$ cat src/rtl/ser9_pkg.sv
package ser9_pkg;
  // strobes from the frame control to the datapath
  typedef struct packed {
    logic clear;   // select inactive: return shifter to idle
    logic shift;   // a qualified serial rising edge this cycle
    logic finish;  // this edge carries the last bit of a frame
  } ser9Strobe_t;
endpackage

$ cat src/rtl/ser9Sync.sv
module ser9Sync #(
  parameter int STAGES = 2,
  parameter bit RESET_VAL = 1'b0
) (
  input  logic clk,
  input  logic rstN,
  input  logic d,
  output logic q
);
  logic [STAGES-1:0] chain;

  generate
    for (genvar i = 0; i < STAGES; i++) begin : g_stage
      if (i == 0) begin : g_first
        always_ff @(posedge clk or negedge rstN) begin
          if (!rstN) chain[0] <= RESET_VAL;
          else       chain[0] <= d;
        end
      end else begin : g_next
        always_ff @(posedge clk or negedge rstN) begin
          if (!rstN) chain[i] <= RESET_VAL;
          else       chain[i] <= chain[i-1];
        end
      end
    end
  endgenerate

  assign q = chain[STAGES-1];
endmodule

$ cat src/rtl/ser9Ctrl.sv
module ser9Ctrl
  import ser9_pkg::*;
#(
  parameter int DATA_W = 8,
  parameter int SYNC_STAGES = 2
) (
  input  logic        clk,
  input  logic        rstN,
  input  logic        csN,
  input  logic        sclk,
  input  logic        sdi,
  output logic        sdiSync,
  output ser9Strobe_t stb
);
  localparam int LAST_BIT = DATA_W;                 // index of final bit in frame
  localparam int CNT_W    = $clog2(LAST_BIT + 1);

  logic csSync, sclkSync, sclkPrev, sclkRise;
  logic [CNT_W-1:0] bitCnt;

  ser9Sync #(.STAGES(SYNC_STAGES), .RESET_VAL(1'b1)) uCsSync (
    .clk(clk), .rstN(rstN), .d(csN), .q(csSync));
  ser9Sync #(.STAGES(SYNC_STAGES), .RESET_VAL(1'b0)) uSclkSync (
    .clk(clk), .rstN(rstN), .d(sclk), .q(sclkSync));
  ser9Sync #(.STAGES(SYNC_STAGES), .RESET_VAL(1'b0)) uSdiSync (
    .clk(clk), .rstN(rstN), .d(sdi), .q(sdiSync));

  always_ff @(posedge clk or negedge rstN) begin
    if (!rstN) sclkPrev <= 1'b0;
    else       sclkPrev <= sclkSync;
  end

  assign sclkRise = sclkSync & ~sclkPrev;

  always_comb begin
    stb.clear  = csSync;
    stb.shift  = ~csSync & sclkRise;
    stb.finish = stb.shift & (bitCnt == CNT_W'(LAST_BIT));
  end

  always_ff @(posedge clk or negedge rstN) begin
    if (!rstN)             bitCnt <= '0;
    else if (stb.clear)    bitCnt <= '0;
    else if (stb.shift)    bitCnt <= stb.finish ? '0 : bitCnt + 1'b1;
  end


  bit_range_chk: assert property (@(posedge clk) disable iff (!rstN)
    bitCnt <= CNT_W'(LAST_BIT));

  idle_no_finish_chk: assert property (@(posedge clk) disable iff (!rstN)
    csSync |-> !stb.finish);

  idle_count_zero_chk: assert property (@(posedge clk) disable iff (!rstN)
    (csSync && $past(csSync)) |-> bitCnt == '0);
endmodule

$ cat src/rtl/ser9Data.sv
module ser9Data
  import ser9_pkg::*;
#(
  parameter int DATA_W = 8,
  parameter int ADDR_W = 16
) (
  input  logic              clk,
  input  logic              rstN,
  input  ser9Strobe_t       stb,
  input  logic              sdiSync,
  input  logic              addrLoad,
  input  logic [ADDR_W-1:0] addrValue,
  output logic              cmdValid,
  output logic [DATA_W-1:0] cmdByte,
  output logic              ramWe,
  output logic [DATA_W-1:0] ramWdata,
  output logic [ADDR_W-1:0] ramAddr
);
  localparam int FLAG_POS = DATA_W - 1;   // type bit sits on top of shifter at frame end

  logic [DATA_W-1:0] shReg;
  logic [DATA_W-1:0] fullByte;
  logic              isData;

  assign fullByte = {shReg[DATA_W-2:0], sdiSync};
  assign isData   = shReg[FLAG_POS];

  always_ff @(posedge clk or negedge rstN) begin
    if (!rstN)              shReg <= '0;
    else if (stb.clear)     shReg <= '0;
    else if (stb.finish)    shReg <= '0;
    else if (stb.shift)     shReg <= fullByte;
  end

  always_ff @(posedge clk or negedge rstN) begin
    if (!rstN) begin
      cmdValid <= 1'b0;
      ramWe    <= 1'b0;
      cmdByte  <= '0;
      ramWdata <= '0;
    end else begin
      cmdValid <= stb.finish & ~isData;
      ramWe    <= stb.finish &  isData;
      if (stb.finish && !isData) cmdByte  <= fullByte;
      if (stb.finish &&  isData) ramWdata <= fullByte;
    end
  end

  always_ff @(posedge clk or negedge rstN) begin
    if (!rstN)         ramAddr <= '0;
    else if (addrLoad) ramAddr <= addrValue;
    else if (ramWe)    ramAddr <= ramAddr + 1'b1;
  end


  cmd_ram_excl_chk: assert property (@(posedge clk) disable iff (!rstN)
    !(cmdValid && ramWe));

  cmd_single_pulse_chk: assert property (@(posedge clk) disable iff (!rstN)
    cmdValid |=> !cmdValid);

  ram_single_pulse_chk: assert property (@(posedge clk) disable iff (!rstN)
    ramWe |=> !ramWe);

  addr_step_chk: assert property (@(posedge clk) disable iff (!rstN)
    (ramWe && !addrLoad) |=> ramAddr == $past(ramAddr) + 1'b1);

  addr_load_chk: assert property (@(posedge clk) disable iff (!rstN)
    addrLoad |=> ramAddr == $past(addrValue));
endmodule

$ cat src/rtl/ser9Receiver.sv
module ser9Receiver
  import ser9_pkg::*;
#(
  parameter int DATA_W = 8,
  parameter int ADDR_W = 16,
  parameter int SYNC_STAGES = 2
) (
  input  logic              clk,
  input  logic              rstN,
  input  logic              csN,
  input  logic              sclk,
  input  logic              sdi,
  input  logic              addrLoad,
  input  logic [ADDR_W-1:0] addrValue,
  output logic              cmdValid,
  output logic [DATA_W-1:0] cmdByte,
  output logic              ramWe,
  output logic [DATA_W-1:0] ramWdata,
  output logic [ADDR_W-1:0] ramAddr
);
  ser9Strobe_t stb;
  logic        sdiSync;

  ser9Ctrl #(.DATA_W(DATA_W), .SYNC_STAGES(SYNC_STAGES)) uCtrl (
    .clk(clk), .rstN(rstN), .csN(csN), .sclk(sclk), .sdi(sdi),
    .sdiSync(sdiSync), .stb(stb));

  ser9Data #(.DATA_W(DATA_W), .ADDR_W(ADDR_W)) uData (
    .clk(clk), .rstN(rstN), .stb(stb), .sdiSync(sdiSync),
    .addrLoad(addrLoad), .addrValue(addrValue),
    .cmdValid(cmdValid), .cmdByte(cmdByte), .ramWe(ramWe),
    .ramWdata(ramWdata), .ramAddr(ramAddr));
endmodule

$ cat config.mk
export PLATFORM = sky130hd
export DESIGN_NAME = ser9Receiver
export DESIGN_NICKNAME = d
export VERILOG_FILES = /design/src/rtl/ser9_pkg.sv /design/src/rtl/ser9Sync.sv /design/src/rtl/ser9Ctrl.sv /design/src/rtl/ser9Data.sv /design/src/rtl/ser9Receiver.sv
export SDC_FILE = /design/constraint.sdc
export NUM_CORES = 1
export LEC_CHECK = 0
export BUFFER_PORTS_ARGS = -buffer_cell sky130_fd_sc_hd__buf_2
export CAP_MARGIN = 20
export CORE_MARGIN = 1.5
export CORE_UTILIZATION = 35
export CTS_CLUSTER_SIZE = 16
export DETAILED_ROUTE_END_ITERATION = 7
export PLACE_DENSITY_LB_ADDON = 0.15
export SYNTH_ARGS = -nofsm -noshare
export SYNTH_HDL_FRONTEND = slang
export SYNTH_SLANG_ARGS = --single-unit
$ cat constraint.sdc
create_clock -name clk -period 2.9 [get_ports clk]
set_input_delay 0.145 -clock clk [delete_from_list [all_inputs] [get_ports clk]]
set_output_delay 0.145 -clock clk [all_outputs]
set_load 0.005 [all_outputs]
After elaboration in Yosys (flattened, before gate mapping)
Index checks and enable logic that the tools add are counted.

cells by class
  equal/unequal tests = 1
  $mul = 0
  reductions and logical operators = 6
  multiplexer cells = 8
  $add $sub $neg = 2
  shift-type cells = 0
  order comparisons = 0
  divide/modulo/power cells = 0
  bitwise gates (word level) = 8

operator list
  kind                                                              number
  16-bit 2-to-1 mux                                                 2
  8-bit 2-to-1 mux                                                  3
  16-bit by 1-bit adder with 16-bit output (second input constant)  1
  4-bit 2-to-1 mux                                                  3
  1-bit AND                                                         5
  4-bit by 1-bit adder with 4-bit output (second input constant)    1
  4-bit == test (second input constant)                             1
  2-bit nonzero test                                                2
  1-bit inverter                                                    3
  3-bit nonzero test                                                1
  1-bit logical AND                                                 2
  1-bit zero test                                                   1

word-level totals
  word-level logic and storage cells = 39
  memory bits (writable) = 0
  memory bits (read-only) = 0
  output and inout bits = 34
  memories kept = 0
  latch bits = 0
  bits in registers = 53
  input port bits = 22

Depth between registers and ports, before layout
  word-level depth = 7
  gate-level depth with buffers = 6
  depth with buffers taken out = 6

Cells and area by module
Synthesis repeated with hierarchy kept, for this count alone.

second synthesis, totals
  cell total of the unflattened synthesis = 200
  area, all modules = 2392.3 um^2

by module, submodules not included
  module                          cells each  instances  area an instance (um^2)  sequential area each (um^2)
  ser9Data                        164         1          1953.1                   1051.0
  ser9Ctrl                        30          1          286.5                    125.1
  ser9Sync (uCtrl.uSclkSync ...)  2           2          50.0                     50.0
  ser9Sync (uCtrl.uCsSync)        2           1          52.6                     52.6

Worst setup path before layout
OpenSTA, ideal clock, no wires.

  path type = register to register
  start point = reg uData.ramAddr[0]
  end point = reg uData.ramAddr[14]
  cell stages (with the launch flop) = 6
  period minus slack after synthesis = 1.701 ns
  buffers on the path = 0
  required time = 2.831 ns
  setup time = 0.069 ns
  setup slack = 1.199 ns
  arrival time = 1.632 ns
  cell sequence = dfrtp_1 ha_1 clkinv_1 or3_4 or4_1 nand3_1

between the ends
  word-level cells in the longest chain between the ends = 3

ends and longest elaborated chain
  element                                   line            source
  start: declaration                        ser9Data.sv:17  output logic [ADDR_W-1:0] ramAddr
  start signal: assignment                  ser9Data.sv:51  else if (addrLoad) ramAddr <= addrValue;
  start signal: assignment                  ser9Data.sv:52  else if (ramWe) ramAddr <= ramAddr + 1'b1;
  16-bit by 1-bit adder with 16-bit output  ser9Data.sv:52
  16-bit 2-to-1 mux                         ser9Data.sv:52
  16-bit 2-to-1 mux                         ser9Data.sv:51

No other way between the ends. The select of a mux whose other input is x is not followed.
A chain may end at the register's enable or synchronous reset.

Worst setup path after layout
  start point = reg uCtrl.bitCnt[0]
  end point = reg uData.cmdByte[4]

between the ends
  word-level cells in the longest chain between the ends = 3

ends and longest elaborated chain
  element                   line            source
  start: declaration        ser9Ctrl.sv:19  logic [CNT_W-1:0] bitCnt;
  start signal: assignment  ser9Ctrl.sv:44  else if (stb.shift) bitCnt <= stb.finish ? '0 : bitCnt + 1'b1;
  4-bit == test             ser9Ctrl.sv:38  stb.finish = stb.shift & (bitCnt == CNT_W'(LAST_BIT));
  1-bit AND                 ser9Ctrl.sv:38
  1-bit logical AND         ser9Data.sv:44  if (stb.finish && !isData) cmdByte <= fullByte;
  end signal: assignment    ser9Data.sv:44
  end: declaration          ser9Data.sv:14  output logic [DATA_W-1:0] cmdByte,

No other way between the ends.

==> run_results.csv <==
group,metric,value,unit
run_status,status,"finished, final reports clean",
power_and_ir_drop,vdd_drop_max,0.000261,V
global_route,grt_use_total,0.137,
floorplanning,core_area,6310,sq um
worst_setup_path,r2r_cells,5,
detailed_routing,ant_nets,0,
yosys,ys_seq_elements,53,
clock_tree,post_cts_resized,0,
clock_tree,cts.path.max_buffers,2,
floorplanning,dieArea,6950,sq um
clock_tree,clk_root_buffer_cell,"clkbuf_8",
power_and_ir_drop,power_frac_seq,0.585,
yosys,avgSynthCellArea,11.9,sq um
power_and_ir_drop,p_leak,1.34,nW
power_and_ir_drop,powerDensity,495,nW/um^2
global_route,grt.busiest_layer,"met2",
clock_tree,cts.htree.levels,2,
flow_run,maxCapViolCount,0,
sta,period_needed,1.86,ns
place,dp.cells,318,
place,placedInstanceArea,2630,sq um
worst_setup_path,endpoint,"uData.cmdByte[4]",
sta,rsz0062_at_grt,"no",
power_and_ir_drop,switchingPower,347,uW
final_layout,final_layout_size_suffix_gt1_frac,0.320,
yosys,synth_edf_count,0,
worst_setup_path,required,3.09,ns
yosys,synth_ff_type,"dfrtp_1",
worst_setup_path,crit_type,"reg -> reg",
detailed_routing,viasPerCell,4.88,
sta,fin_ws,1.04,ns
floorplanning,initial_core_util,0.358,
place,numPortBuffers,55,
yosys,ys_warn_count,0,
sta,fin_worst_skew,0.00529,ns
final_layout,areaGrowthSynthToFinish,22.3,%
clock_tree,clock_latency,0.30,ns
floorplanning,die_y,83.4,microns
worst_setup_path,critPathCaptureType,"flop",
detailed_routing,wl_per_cell,13.7,microns
global_route,gr-total-overflow,0,
sta,max_slew_margin,0.533,
detailed_routing,first_pass_iters,3,
yosys,netlist_area,2260,sq um
sta,tns,0,ns
power_and_ir_drop,internal_power,1.02,mW
power_and_ir_drop,swShare,0.253,
global_route,antenna_found_initial,0,
detailed_routing,vias,1611,
worst_setup_path,reg2reg_slack,1.04,ns
place,gp_congestion,0.705,
final_layout,finalNetCount,277,
worst_setup_path,crit_start,"uCtrl.bitCnt[0]",
clock_tree,cts_buffers,5,
worst_setup_path,cp-start-kind,"flop",
global_route,use_met1,0.183,
place,pre_cts_ws,1.02,ns
yosys,yosysSeqAreaShare,0.587,
worst_setup_path,r2r-end,"uData.cmdByte[4]",
yosys,async_reset_ff_frac,1.00,
global_route,grt_max_degree,36,
sta,drv_slew,0,
detailed_routing,drcViolationCount,0,
sta,hold_violations,0,
global_route,grt_pass1_vias,1602,
floorplanning,dieWidth,83.4,microns
clock_tree,clock_sinks,53,
final_layout,diodes,0,
detailed_routing,wl,4520,microns
global_route,grt_pass1_wl,7690,microns
place,dp_hpwl,3210,microns
clock_tree,post_cts.repair.setup_buffers,0,
power_and_ir_drop,p_comb_frac,0.089,
clock_tree,cts.reportedPaths.clkPinSlew,0.10,ns
sta,worst_pin_slew,0.695,ns
worst_setup_path,cp_max_fo,9,
final_layout,instances_no_fill,330,
floorplanning,fp-row-count,29,
clock_tree,cts_tree,"yes",
yosys,synth_cells,190,
power_and_ir_drop,clockPowerShare,0.326,
global_route,grt_use_met2,0.220,
floorplanning,boundaryPins,56,
worst_setup_path,rr_startpoint,"uCtrl.bitCnt[0]",
yosys,ys_types,33,
yosys,synth.net_count,215,
global_route,grtUsageMet3,0.0408,
sta,fin_crit_sh,0.640,
worst_setup_path,critPathArrivalTime,2.04,ns
clock_tree,cts_hold_buf,4,
sta,fmax,539,MHz
hold_path,hold_path_class,"in -> reg",
detailed_routing,drt_iter0_markers,31,
sta,setup_violations,0,
final_layout,design_area,2770,sq um
-- through the flow --
step / hold WS (ns) / total power, mW / utilization
after floorplan: -0.151 / 0.868 / -
after global placement: 0.173 / 0.936 / 0.416
after detailed placement: 0.173 / 0.938 / 0.416
after CTS: 0.0351 / 1.40 / 0.438
after global routing: 0.0439 / 1.45 / 0.438
final: 0.0425 / 1.37 / 0.438
-- area by class of cell --
| type | count | area (sq um) |
|---|---|---|
| Clock buffer | 6 | 82.6 |
| Clock inverter | 2 | 17.5 |
| Fill cell | 647 | 3550 |
| Inverter | 7 | 26.3 |
| Multi-Input combinational cell | 123 | 877 |
| Sequential cell | 53 | 1330 |
| Tap cell | 77 | 96.3 |
| Timing Repair Buffer | 62 | 338 |
-- critical path, cell delays in order (launching register included) --
cell      delay [ns]
dfrtp_1         0.41
inv_1           0.09
ha_1            0.15
nand3b_1        0.15
nor4_4          0.56
mux2_1          0.39
-- power by group through the flow --
stage / clock network [mW] / logic (mW) / registers (mW)
4_1_cts: 0.471 / 0.126 / 0.802
3_5_place_dp: 0 / 0.121 / 0.817
2_1_floorplan: 0 / 0.0565 / 0.811
3_3_place_gp: 0 / 0.120 / 0.816
6_report: 0.446 / 0.122 / 0.802
5_1_grt: 0.501 / 0.139 / 0.808
-- cells in the final DEF, fill, tap and decap left out, drive strengths merged, types with 2 or more instances in the layout --
cell type    netlist  layout
buf                1      58
dfrtp             51      51
nand2             25      25
mux2              17      17
o21ai             16      16
xnor2             10      10
a22o               9       9
inv                6       7
nor4               7       7
nand3              6       6
clkbuf             6       6
nand4              5       5
nor2               4       4
dlygate4sd3        0       4
nor3               3       3
nor2b              3       3
mux2i              3       3
xor2               3       3
ha                 3       3
dfstp              2       2
clkinv             1       2
or3                2       2
-- cells in the mapped netlist, drive strengths merged (2+ instances only) --
cell	n	area share
mux2	17	0.085
nor2	4	0.0066
a22o	9	0.035
nor2b	3	0.0083
nand3	6	0.013
nor3	3	0.0066
nor4	7	0.026
dfrtp	51	0.56
clkbuf	6	0.010
xor2	3	0.012
dfstp	2	0.023
o21ai	16	0.035
nand2	25	0.041
nand4	5	0.020
xnor2	10	0.039
mux2i	3	0.013
inv	6	0.010
ha	3	0.017
or3	2	0.0077
-- cells by family (layout without fill, tap and decap cells) --
logic type / count (synthesis) / in the layout / share of synthesized area
compound gates: 28 / 28 / 0.0796
xor+xnor: 13 / 13 / 0.0503
fa+ha+maj: 3 / 3 / 0.0166
buf+inv: 14 / 77 / 0.0249
flops: 53 / 53 / 0.587
mux: 20 / 20 / 0.0979
simple gates: 59 / 59 / 0.143
-- layer usage --
metal | up-vias | routed length, microns
met3 | 2 | 247
met2 | 40 | 2120
met4 | 0 | 24
li1 | 789 | -
met1 | 780 | 2130
met5 | - | 0
-- how the worst min path moves through the flow --
stage             startpoint                 to  slack, ns  cells after the start
5_1_grt         addrValue[5]   uData.ramAddr[5]       0.04                      3
2_1_floorplan           rstN    uCtrl.bitCnt[0]      -0.15                      0
6_report       addrValue[14]  uData.ramAddr[14]       0.04                      3
3_3_place_gp            rstN  uData.ramAddr[15]       0.17                      1
3_5_place_dp            rstN  uData.ramAddr[12]       0.17                      1
4_1_cts         addrValue[6]   uData.ramAddr[6]       0.04                      3
-- flip-flops by register name (all words and copies together) (netlist names) --
signal	cells
uData.ramAddr	16
uData.cmdByte	8
uData.ramWdata	8
uData.shReg	8
uCtrl.bitCnt	4
uCtrl.sclkPrev	1
uCtrl.uCsSync.chain	1
uCtrl.uCsSync.q	1
uCtrl.uSclkSync.chain	1
uCtrl.uSclkSync.q	1
uCtrl.uSdiSync.chain	1
uCtrl.uSdiSync.q	1
uData.cmdValid	1
uData.ramWe	1
Power figures use the tool's default switching activity.
